File: config.mk
export PLATFORM = sky130hd
export DESIGN_NAME = cct_timer
export DESIGN_NICKNAME = d
export VERILOG_FILES = /design/src/rtl/cct_pkg.sv /design/src/rtl/cct_prescaler.sv /design/src/rtl/cct_flag_fsm.sv /design/src/rtl/cct_read_latch.sv /design/src/rtl/cct_timer.sv
export SDC_FILE = /design/constraint.sdc
export NUM_CORES = 1
export LEC_CHECK = 0
export BUFFER_PORTS_ARGS = -buffer_cell sky130_fd_sc_hd__buf_4
export CAP_MARGIN = 5
export CORE_AREA = 8 8 103 105
export CTS_BUF_LIST = sky130_fd_sc_hd__clkbuf_16
export CTS_CLUSTER_SIZE = 8
export DETAILED_ROUTE_END_ITERATION = 8
export DIE_AREA = 0 0 111 113
export PLACE_DENSITY = 0.86
export SYNTH_ARGS = -nofsm -noshare
export SYNTH_HDL_FRONTEND = slang
export SYNTH_SLANG_ARGS = --single-unit
File: constraint.sdc
create_clock -name clk -period 2.4 [get_ports clk]
set_input_delay 0.36 -clock clk [delete_from_list [all_inputs] [get_ports clk]]
set_output_delay 0.36 -clock clk [all_outputs]
set_load 0.05 [all_outputs]
File: src/rtl/cct_pkg.sv
package cct_pkg;

    // Register addresses of the byte bus
    typedef enum logic [3:0] {
        RA_CTRL   = 4'd0,
        RA_STAT   = 4'd1,
        RA_CNT_HI = 4'd2,
        RA_CNT_LO = 4'd3,
        RA_ALT_HI = 4'd4,
        RA_ALT_LO = 4'd5,
        RA_CAP_HI = 4'd6,
        RA_CAP_LO = 4'd7,
        RA_CMP_HI = 4'd8,
        RA_CMP_LO = 4'd9
    } reg_addr_e;

    // Per-flag clearing state
    typedef enum logic [1:0] {
        FLG_CLEAR = 2'd0,
        FLG_SET   = 2'd1,
        FLG_ARMED = 2'd2
    } flag_state_e;

    // Flag slots
    localparam int NFLAG   = 3;
    localparam int IDX_OVF = 0;
    localparam int IDX_CAP = 1;
    localparam int IDX_CMP = 2;

    // Status bit positions
    localparam int SB_OVF = 5;
    localparam int SB_CAP = 4;
    localparam int SB_CMP = 3;
    localparam int SB_DIS = 2;

endpackage

File: src/rtl/cct_prescaler.sv
module cct_prescaler #(
    parameter int PRESC_W = 3
) (
    input  logic       clk,
    input  logic       rst_n,
    input  logic       run_i,
    input  logic       clr_i,
    input  logic [1:0] sel_i,
    output logic       tick_o
);
    localparam int PW1 = PRESC_W + 1;

    logic [PRESC_W-1:0] pcnt_q;
    logic [1:0]         shift;
    logic [PW1-1:0]     div_w;
    logic [PW1-1:0]     div_m1_w;
    logic [PRESC_W-1:0] div_m1;

    always_comb begin
        shift    = (sel_i == 2'd3) ? 2'd2 : sel_i;
        div_w    = PW1'(2) << shift;
        div_m1_w = div_w - PW1'(1);
        div_m1   = div_m1_w[PRESC_W-1:0];
        tick_o   = run_i && (pcnt_q >= div_m1);
    end

    always_ff @(posedge clk or negedge rst_n) begin
        if (!rst_n) begin
            pcnt_q <= '0;
        end else if (clr_i) begin
            pcnt_q <= '0;
        end else if (run_i) begin
            pcnt_q <= tick_o ? '0 : pcnt_q + 1'b1;
        end
    end


    tick_gap_chk: assert property (@(posedge clk) disable iff (!rst_n)
        tick_o |=> !tick_o);


    pres_hold_chk: assert property (@(posedge clk) disable iff (!rst_n)
        (!run_i && !clr_i) |=> $stable(pcnt_q));

endmodule

File: src/rtl/cct_flag_fsm.sv
module cct_flag_fsm
    import cct_pkg::*;
(
    input  logic clk,
    input  logic rst_n,
    input  logic set_i,
    input  logic arm_i,
    input  logic clr_i,
    output logic flag_o
);
    flag_state_e state_q;
    flag_state_e state_d;

    always_comb begin
        state_d = state_q;
        unique case (state_q)
            FLG_CLEAR: begin
                if (set_i) state_d = FLG_SET;
            end
            FLG_SET: begin
                if (!set_i && arm_i) state_d = FLG_ARMED;
            end
            FLG_ARMED: begin
                if (set_i)      state_d = FLG_SET;
                else if (clr_i) state_d = FLG_CLEAR;
            end
            default: state_d = FLG_CLEAR;
        endcase
    end

    always_ff @(posedge clk or negedge rst_n) begin
        if (!rst_n) state_q <= FLG_CLEAR;
        else        state_q <= state_d;
    end

    always_comb begin
        flag_o = (state_q != FLG_CLEAR);
    end


    flag_set_chk: assert property (@(posedge clk) disable iff (!rst_n)
        set_i |=> flag_o);


    flag_hold_chk: assert property (@(posedge clk) disable iff (!rst_n)
        (flag_o && state_q != FLG_ARMED) |=> flag_o);


    rearm_chk: assert property (@(posedge clk) disable iff (!rst_n)
        (state_q == FLG_ARMED && set_i) |=> (flag_o && state_q != FLG_ARMED));

endmodule

File: src/rtl/cct_read_latch.sv
module cct_read_latch #(
    parameter int BYTE_W = 8
) (
    input  logic                clk,
    input  logic                rst_n,
    input  logic [2*BYTE_W-1:0] live_i,
    input  logic                rd_hi_i,
    input  logic                rd_lo_i,
    output logic [BYTE_W-1:0]   hi_o,
    output logic [BYTE_W-1:0]   lo_o
);
    logic [BYTE_W-1:0] held_q;
    logic              valid_q;

    always_ff @(posedge clk or negedge rst_n) begin
        if (!rst_n) begin
            held_q  <= '0;
            valid_q <= 1'b0;
        end else if (rd_hi_i) begin
            held_q  <= live_i[BYTE_W-1:0];
            valid_q <= 1'b1;
        end else if (rd_lo_i) begin
            valid_q <= 1'b0;
        end
    end

    always_comb begin
        hi_o = live_i[2*BYTE_W-1:BYTE_W];
        lo_o = valid_q ? held_q : live_i[BYTE_W-1:0];
    end


    lo_hold_chk: assert property (@(posedge clk) disable iff (!rst_n)
        rd_hi_i |=> (lo_o == $past(live_i[BYTE_W-1:0])));

endmodule

File: src/rtl/cct_timer.sv
module cct_timer
    import cct_pkg::*;
#(
    parameter int DATA_W  = 8,
    parameter int ADDR_W  = 4,
    parameter int PRESC_W = 3
) (
    input  logic              clk,
    input  logic              rst_n,
    input  logic              bus_sel,
    input  logic              bus_wr,
    input  logic [ADDR_W-1:0] bus_addr,
    input  logic [DATA_W-1:0] bus_wdata,
    output logic [DATA_W-1:0] bus_rdata,
    input  logic              cap_pin,
    output logic              cmp_pin
);
    localparam int CNT_W = 2 * DATA_W;

    reg_addr_e         addr_e;
    logic              rd_acc;
    logic              wr_acc;

    logic              dis_q;
    logic [1:0]        psel_q;
    logic [CNT_W-1:0]  cnt_q;
    logic [CNT_W-1:0]  cnt_inc;
    logic [DATA_W-1:0] hi_buf_q;
    logic [CNT_W-1:0]  cmp_q;
    logic [CNT_W-1:0]  cap_q;
    logic              cap_prev_q;
    logic              tog_q;

    logic              load;
    logic              tick;
    logic              ovf_evt;
    logic              cmp_evt;
    logic              cap_evt;
    logic              stat_rd;

    logic [NFLAG-1:0]  flag_set;
    logic [NFLAG-1:0]  flag_clr;
    logic [NFLAG-1:0]  flag_v;

    logic [DATA_W-1:0] cnt_hi_b, cnt_lo_b, alt_hi_b, alt_lo_b;
    logic [DATA_W-1:0] stat_b, ctrl_b;

    always_comb begin
        addr_e  = reg_addr_e'(bus_addr);
        rd_acc  = bus_sel && !bus_wr;
        wr_acc  = bus_sel && bus_wr;
        load    = wr_acc && (addr_e == RA_CNT_LO);
        stat_rd = rd_acc && (addr_e == RA_STAT);
        cnt_inc = cnt_q + 1'b1;
        ovf_evt = tick && !load && (cnt_q == '1);
        cmp_evt = tick && !load && (cnt_inc == cmp_q);
        cap_evt = cap_pin && !cap_prev_q;
    end

    cct_prescaler #(.PRESC_W(PRESC_W)) u_presc (
        .clk    (clk),
        .rst_n  (rst_n),
        .run_i  (!dis_q),
        .clr_i  (load),
        .sel_i  (psel_q),
        .tick_o (tick)
    );

    // Control, disable bit and counter
    always_ff @(posedge clk or negedge rst_n) begin
        if (!rst_n) begin
            dis_q    <= 1'b0;
            psel_q   <= 2'd0;
            cnt_q    <= '0;
            hi_buf_q <= '0;
            cmp_q    <= '1;
            cap_prev_q <= 1'b0;
            tog_q    <= 1'b0;
        end else begin
            cap_prev_q <= cap_pin;
            if (wr_acc && addr_e == RA_STAT) dis_q  <= bus_wdata[SB_DIS];
            if (wr_acc && addr_e == RA_CTRL) psel_q <= bus_wdata[1:0];
            if (wr_acc && addr_e == RA_CNT_HI) hi_buf_q <= bus_wdata;
            if (wr_acc && addr_e == RA_CMP_HI) cmp_q[CNT_W-1:DATA_W] <= bus_wdata;
            if (wr_acc && addr_e == RA_CMP_LO) cmp_q[DATA_W-1:0] <= bus_wdata;
            if (load)      cnt_q <= {hi_buf_q, bus_wdata};
            else if (tick) cnt_q <= cnt_inc;
            if (cmp_evt)   tog_q <= !tog_q;
        end
    end

    // Capture register: no reset, value is undefined until the first capture
    always_ff @(posedge clk) begin
        if (cap_evt) cap_q <= cnt_q;
    end

    // Flag state machines
    always_comb begin
        flag_set[IDX_OVF] = ovf_evt;
        flag_set[IDX_CAP] = cap_evt;
        flag_set[IDX_CMP] = cmp_evt;
        flag_clr[IDX_OVF] = bus_sel && (addr_e == RA_CNT_LO);
        flag_clr[IDX_CAP] = bus_sel && (addr_e == RA_CAP_LO);
        flag_clr[IDX_CMP] = bus_sel && (addr_e == RA_CMP_LO);
    end

    for (genvar g = 0; g < NFLAG; g++) begin : g_flag
        cct_flag_fsm u_flag (
            .clk    (clk),
            .rst_n  (rst_n),
            .set_i  (flag_set[g]),
            .arm_i  (stat_rd),
            .clr_i  (flag_clr[g]),
            .flag_o (flag_v[g])
        );
    end

    // Coherent byte reads: main counter and alias
    cct_read_latch #(.BYTE_W(DATA_W)) u_cnt_rl (
        .clk     (clk),
        .rst_n   (rst_n),
        .live_i  (cnt_q),
        .rd_hi_i (rd_acc && addr_e == RA_CNT_HI),
        .rd_lo_i (rd_acc && addr_e == RA_CNT_LO),
        .hi_o    (cnt_hi_b),
        .lo_o    (cnt_lo_b)
    );

    cct_read_latch #(.BYTE_W(DATA_W)) u_alt_rl (
        .clk     (clk),
        .rst_n   (rst_n),
        .live_i  (cnt_q),
        .rd_hi_i (rd_acc && addr_e == RA_ALT_HI),
        .rd_lo_i (rd_acc && addr_e == RA_ALT_LO),
        .hi_o    (alt_hi_b),
        .lo_o    (alt_lo_b)
    );

    // Read mux and outputs
    always_comb begin
        stat_b         = '0;
        stat_b[SB_OVF] = flag_v[IDX_OVF];
        stat_b[SB_CAP] = flag_v[IDX_CAP];
        stat_b[SB_CMP] = flag_v[IDX_CMP];
        stat_b[SB_DIS] = dis_q;
        ctrl_b         = '0;
        ctrl_b[1:0]    = psel_q;
        bus_rdata      = '0;
        if (bus_sel) begin
            unique case (addr_e)
                RA_CTRL:   bus_rdata = ctrl_b;
                RA_STAT:   bus_rdata = stat_b;
                RA_CNT_HI: bus_rdata = cnt_hi_b;
                RA_CNT_LO: bus_rdata = cnt_lo_b;
                RA_ALT_HI: bus_rdata = alt_hi_b;
                RA_ALT_LO: bus_rdata = alt_lo_b;
                RA_CAP_HI: bus_rdata = cap_q[CNT_W-1:DATA_W];
                RA_CAP_LO: bus_rdata = cap_q[DATA_W-1:0];
                RA_CMP_HI: bus_rdata = cmp_q[CNT_W-1:DATA_W];
                RA_CMP_LO: bus_rdata = cmp_q[DATA_W-1:0];
                default:   bus_rdata = '0;
            endcase
        end
        cmp_pin = tog_q && !dis_q;
    end


    ovf_wrap_chk: assert property (@(posedge clk) disable iff (!rst_n)
        (tick && !load && cnt_q == '1) |=> (flag_v[IDX_OVF] && cnt_q == '0));


    frozen_cnt_chk: assert property (@(posedge clk) disable iff (!rst_n)
        (dis_q && !load) |=> $stable(cnt_q));


    alt_keep_chk: assert property (@(posedge clk) disable iff (!rst_n)
        (flag_v[IDX_OVF] && bus_sel && (addr_e == RA_ALT_LO || addr_e == RA_ALT_HI))
        |=> flag_v[IDX_OVF]);


    stat_rsvd_chk: assert property (@(posedge clk) disable iff (!rst_n)
        (rd_acc && addr_e == RA_STAT) |-> (bus_rdata[1:0] == 2'b00 && bus_rdata[7:6] == 2'b00));


    cap_take_chk: assert property (@(posedge clk) disable iff (!rst_n)
        cap_evt |=> (cap_q == $past(cnt_q) && flag_v[IDX_CAP]));


    cmp_tog_chk: assert property (@(posedge clk) disable iff (!rst_n)
        cmp_evt |=> (tog_q != $past(tog_q)));

endmodule

==> impl_metrics.yaml <==
die:
  row_count: 35
  design.die.area_um2: 12500
  die_w_um: 111
  core_area_um2: 8980
  initial_core_util: 0.537
  die_y_um: 113
  io_pins: 26
drt:
  vias: 3800
  wl_um: 12300
  first_iter_violations: 271
  wl_per_cell_um: 20.3
  dr.pass1.iters: 5
  via_per_inst: 6.24
  drtAntennaViolNets: 0
  route.detailed.drc: 0
clock_network:
  clk_pin_slew_ps: 60
  cts_tree: "done"
  cts_num_sinks: 88
  cts_inserted_buffers: 9
  cts_htree_levels: 3
  cts-root-buf: "clkbuf_16"
  hold_buffers: 0
  clk_latency_ps: 330
  cts.path.max_buffers: 2
final_layout:
  syn_to_final_growth_pct: 15.5
  final_layout_size_suffix_gt1_frac: 0.323
  regArea_um2: 2310
  fin_cells: 609
  num_antenna_cells: 0
  multiInputGateArea_um2: 2400
  nFillCells: 687
  nets: 514
  fin_area_um2: 5570
synth:
  synth_edf_count: 16
  synth_seq_cells: 88
  synth.net_count: 475
  yosysWarnings: 0
  syn_area_um2: 4820
  synth_flop_cell: "dfrtp_1"
  synthArstFlopShare: 0.818
  yosys-top-cells-area: "dfrtp_1 29%, mux2_2 10%, edfxtp_1 10%, dfstp_2 8.7%, nand2_1 4.4%"
  synth_area_leader_cell: "dfrtp_1"
  avgSynthCellArea_um2: 10.6
  synthCells: 454
  ys_seq_area_frac: 0.477
  yosys-top-cells-count: "56 x dfrtp_1, 56 x nand2_1, 44 x mux2_2"
  synthDistinctLibCells: 59
  synth_top_area_frac: 0.291
global_route:
  grt_pass1_wl_um: 20100
  antenna_found_initial: 0
  overflow: 0
  grt_pass1_vias: 3885
  grtUsageTotal: 0.198
  grt_max_degree: 73
setup_path:
  worstSetupStartpointType: "flop"
  rrSetupSlack_ps: 150
  crit_type: "flop to output port"
  cp.required_ps: 2040
  crit_top_cell: "buf_4"
  crit_path_end_kind: "output port"
  critPathMaxStageDelay_ps: 470
  path_max_fanout: 8
  rr_startpoint: "cnt_q[0]"
  crit_arrival_ps: 1960
  rr_worst_depth: 8
  path_cells: "buf_4, mux2_2, a222oi_1, a21oi_2, buf_4"
  cp_slowest_cell: "dfrtp_2"
  worst_r2r_endpoint: "tog_q"
run:
  cap_viol_max_count: 0
placement:
  post_dp_cell_area_um2: 5250
  dp_hpwl_um: 8970
  place_congestion: 0.902
  port_buffers: 25
  place_inst: 590
worst_hold_path:
  min_from: "cap_pin"
  whs_path_depth: 1
  hold_path_class: "input port to flop"
  hold_end: "cap_prev_q"
sta:
  hold-worst-slack_ps: 139
  fin_crit_ps: 2320
  hold_viol: 0
  drv_slew: 0
  fin_tns_setup_ps: 0
  finalSetupViolCount: 0
  worstMarginPinSlew_ps: 910
  slew-limit-headroom: 0.393
  fmax_mhz: 431
  period_share: 0.966
  fin_skew_ps: 4.51
pwr:
  p_per_area_nw_per_um2: 921
  p_total_uw: 5130
  leakage_uw: 0.00226
  ir_drop_mv: 0.415
outcome:
  status: "finished, final reports clean"
==> layer usage <==
metal / up-vias / GRT usage / part of all wire
li1: 1738 / - / -
met1: 1885 / 0.241 / 0.42
met2: 147 / 0.338 / 0.50
met3: 30 / 0.0349 / 0.055
met4: 0 / 0.0811 / 0.024
met5: - / 0 / 0
==> area by class of cell <==
class                      instances  area share
sequential                        88       0.414
multi-input combinational        332       0.430
inverter                           3     0.00202
timing repair buffer              59      0.0802
clock buffer                       9      0.0404
clock inverter                     7     0.00853
tap                              111      0.0249
==> per-stage QoR <==
step,worst slack (ps),utilization
6_report,82.0,0.621
5_1_grt,-33.3,0.621
4_1_cts,9.84,0.615
3_5_place_dp,128,0.585
3_3_place_gp,198,0.585
2_1_floorplan,5.09,-
==> flip-flops by register name, summed over array words and instances, names as in the netlist, 2 cells and up <==
signal	count
g_flag.u_flag.state_q	6
u_cnt_rl.held_q	8
u_presc.pcnt_q	3
cnt_q	16
cmp_q	16
cap_q	16
psel_q	2
hi_buf_q	8
u_alt_rl.held_q	8
==> worst max-delay path by stage <==
| stage | from | to | slack [ps] | cells past startpoint |
|---|---|---|---|---|
| 2_1_floorplan | bus_addr[0] | bus_rdata[3] | 5 | 7 |
| 3_3_place_gp | bus_addr[2] | bus_rdata[3] | 200 | 8 |
| 3_5_place_dp | cnt_q[0] | g_flag[2].u_flag.state_q[0] | 130 | 8 |
| 4_1_cts | cnt_q[6] | bus_rdata[6] | 10 | 5 |
| 5_1_grt | psel_q[1] | tog_q | -30 | 10 |
| 6_report | cnt_q[6] | bus_rdata[6] | 80 | 5 |
==> repair_timing <==
action | in CTS | in global routing
setup buffers | 0 | 3
resized for setup | 1 | 9
endpoints found under the hold margin | 0 | 0
pin swaps | 0 | 3
endpoints found under the setup margin | 1 | 5
==> cell usage in the layout (no fill, tap or decap), types with 9 or more instances in the layout <==
master / netlist / final
a21oi_1: 15 / 13
nand2_1: 56 / 56
mux2_2: 44 / 44
dfrtp_1: 56 / 53
xnor2_1: 13 / 13
clkbuf_16: 0 / 9
mux2i_1: 15 / 15
xor2_1: 22 / 22
edfxtp_1: 16 / 16
o21ai_0: 36 / 36
dfstp_2: 16 / 16
buf_4: 2 / 58
nor2_1: 18 / 18
nand3_1: 13 / 13
==> kinds of logic (layout without fill, tap and decap cells) <==
family,Yosys count,in the layout,synth area share
and+or+nand+nor,145,145,0.160
AOI/OAI and AO/OA,89,89,0.115
DFF,88,88,0.477
muxes,59,59,0.134
xor gates and xnor gates,35,35,0.0636
buffers and inverters,34,78,0.0399
adders and majority gates,4,4,0.0104
==> power breakdown <==
| part | leakage [uW] | internal (uW) | switching, uW | total [uW] |
|---|---|---|---|---|
| Sequential | 0.00104 | 1920 | 320 | 2240 |
| Combinational | 0.00109 | 765 | 841 | 1610 |
| Clock | 0.000125 | 699 | 591 | 1290 |
| Total | 0.00226 | 3380 | 1750 | 5130 |
==> critical path: cells and delay by family, from the launching register on <==
kind,cells,cell delay (ps)
DFF,1,470
AOI/OAI and AO/OA,2,500
muxes,1,270
buffers and inverters,2,390
No activity file was read; power rests on OpenSTA's default activity.
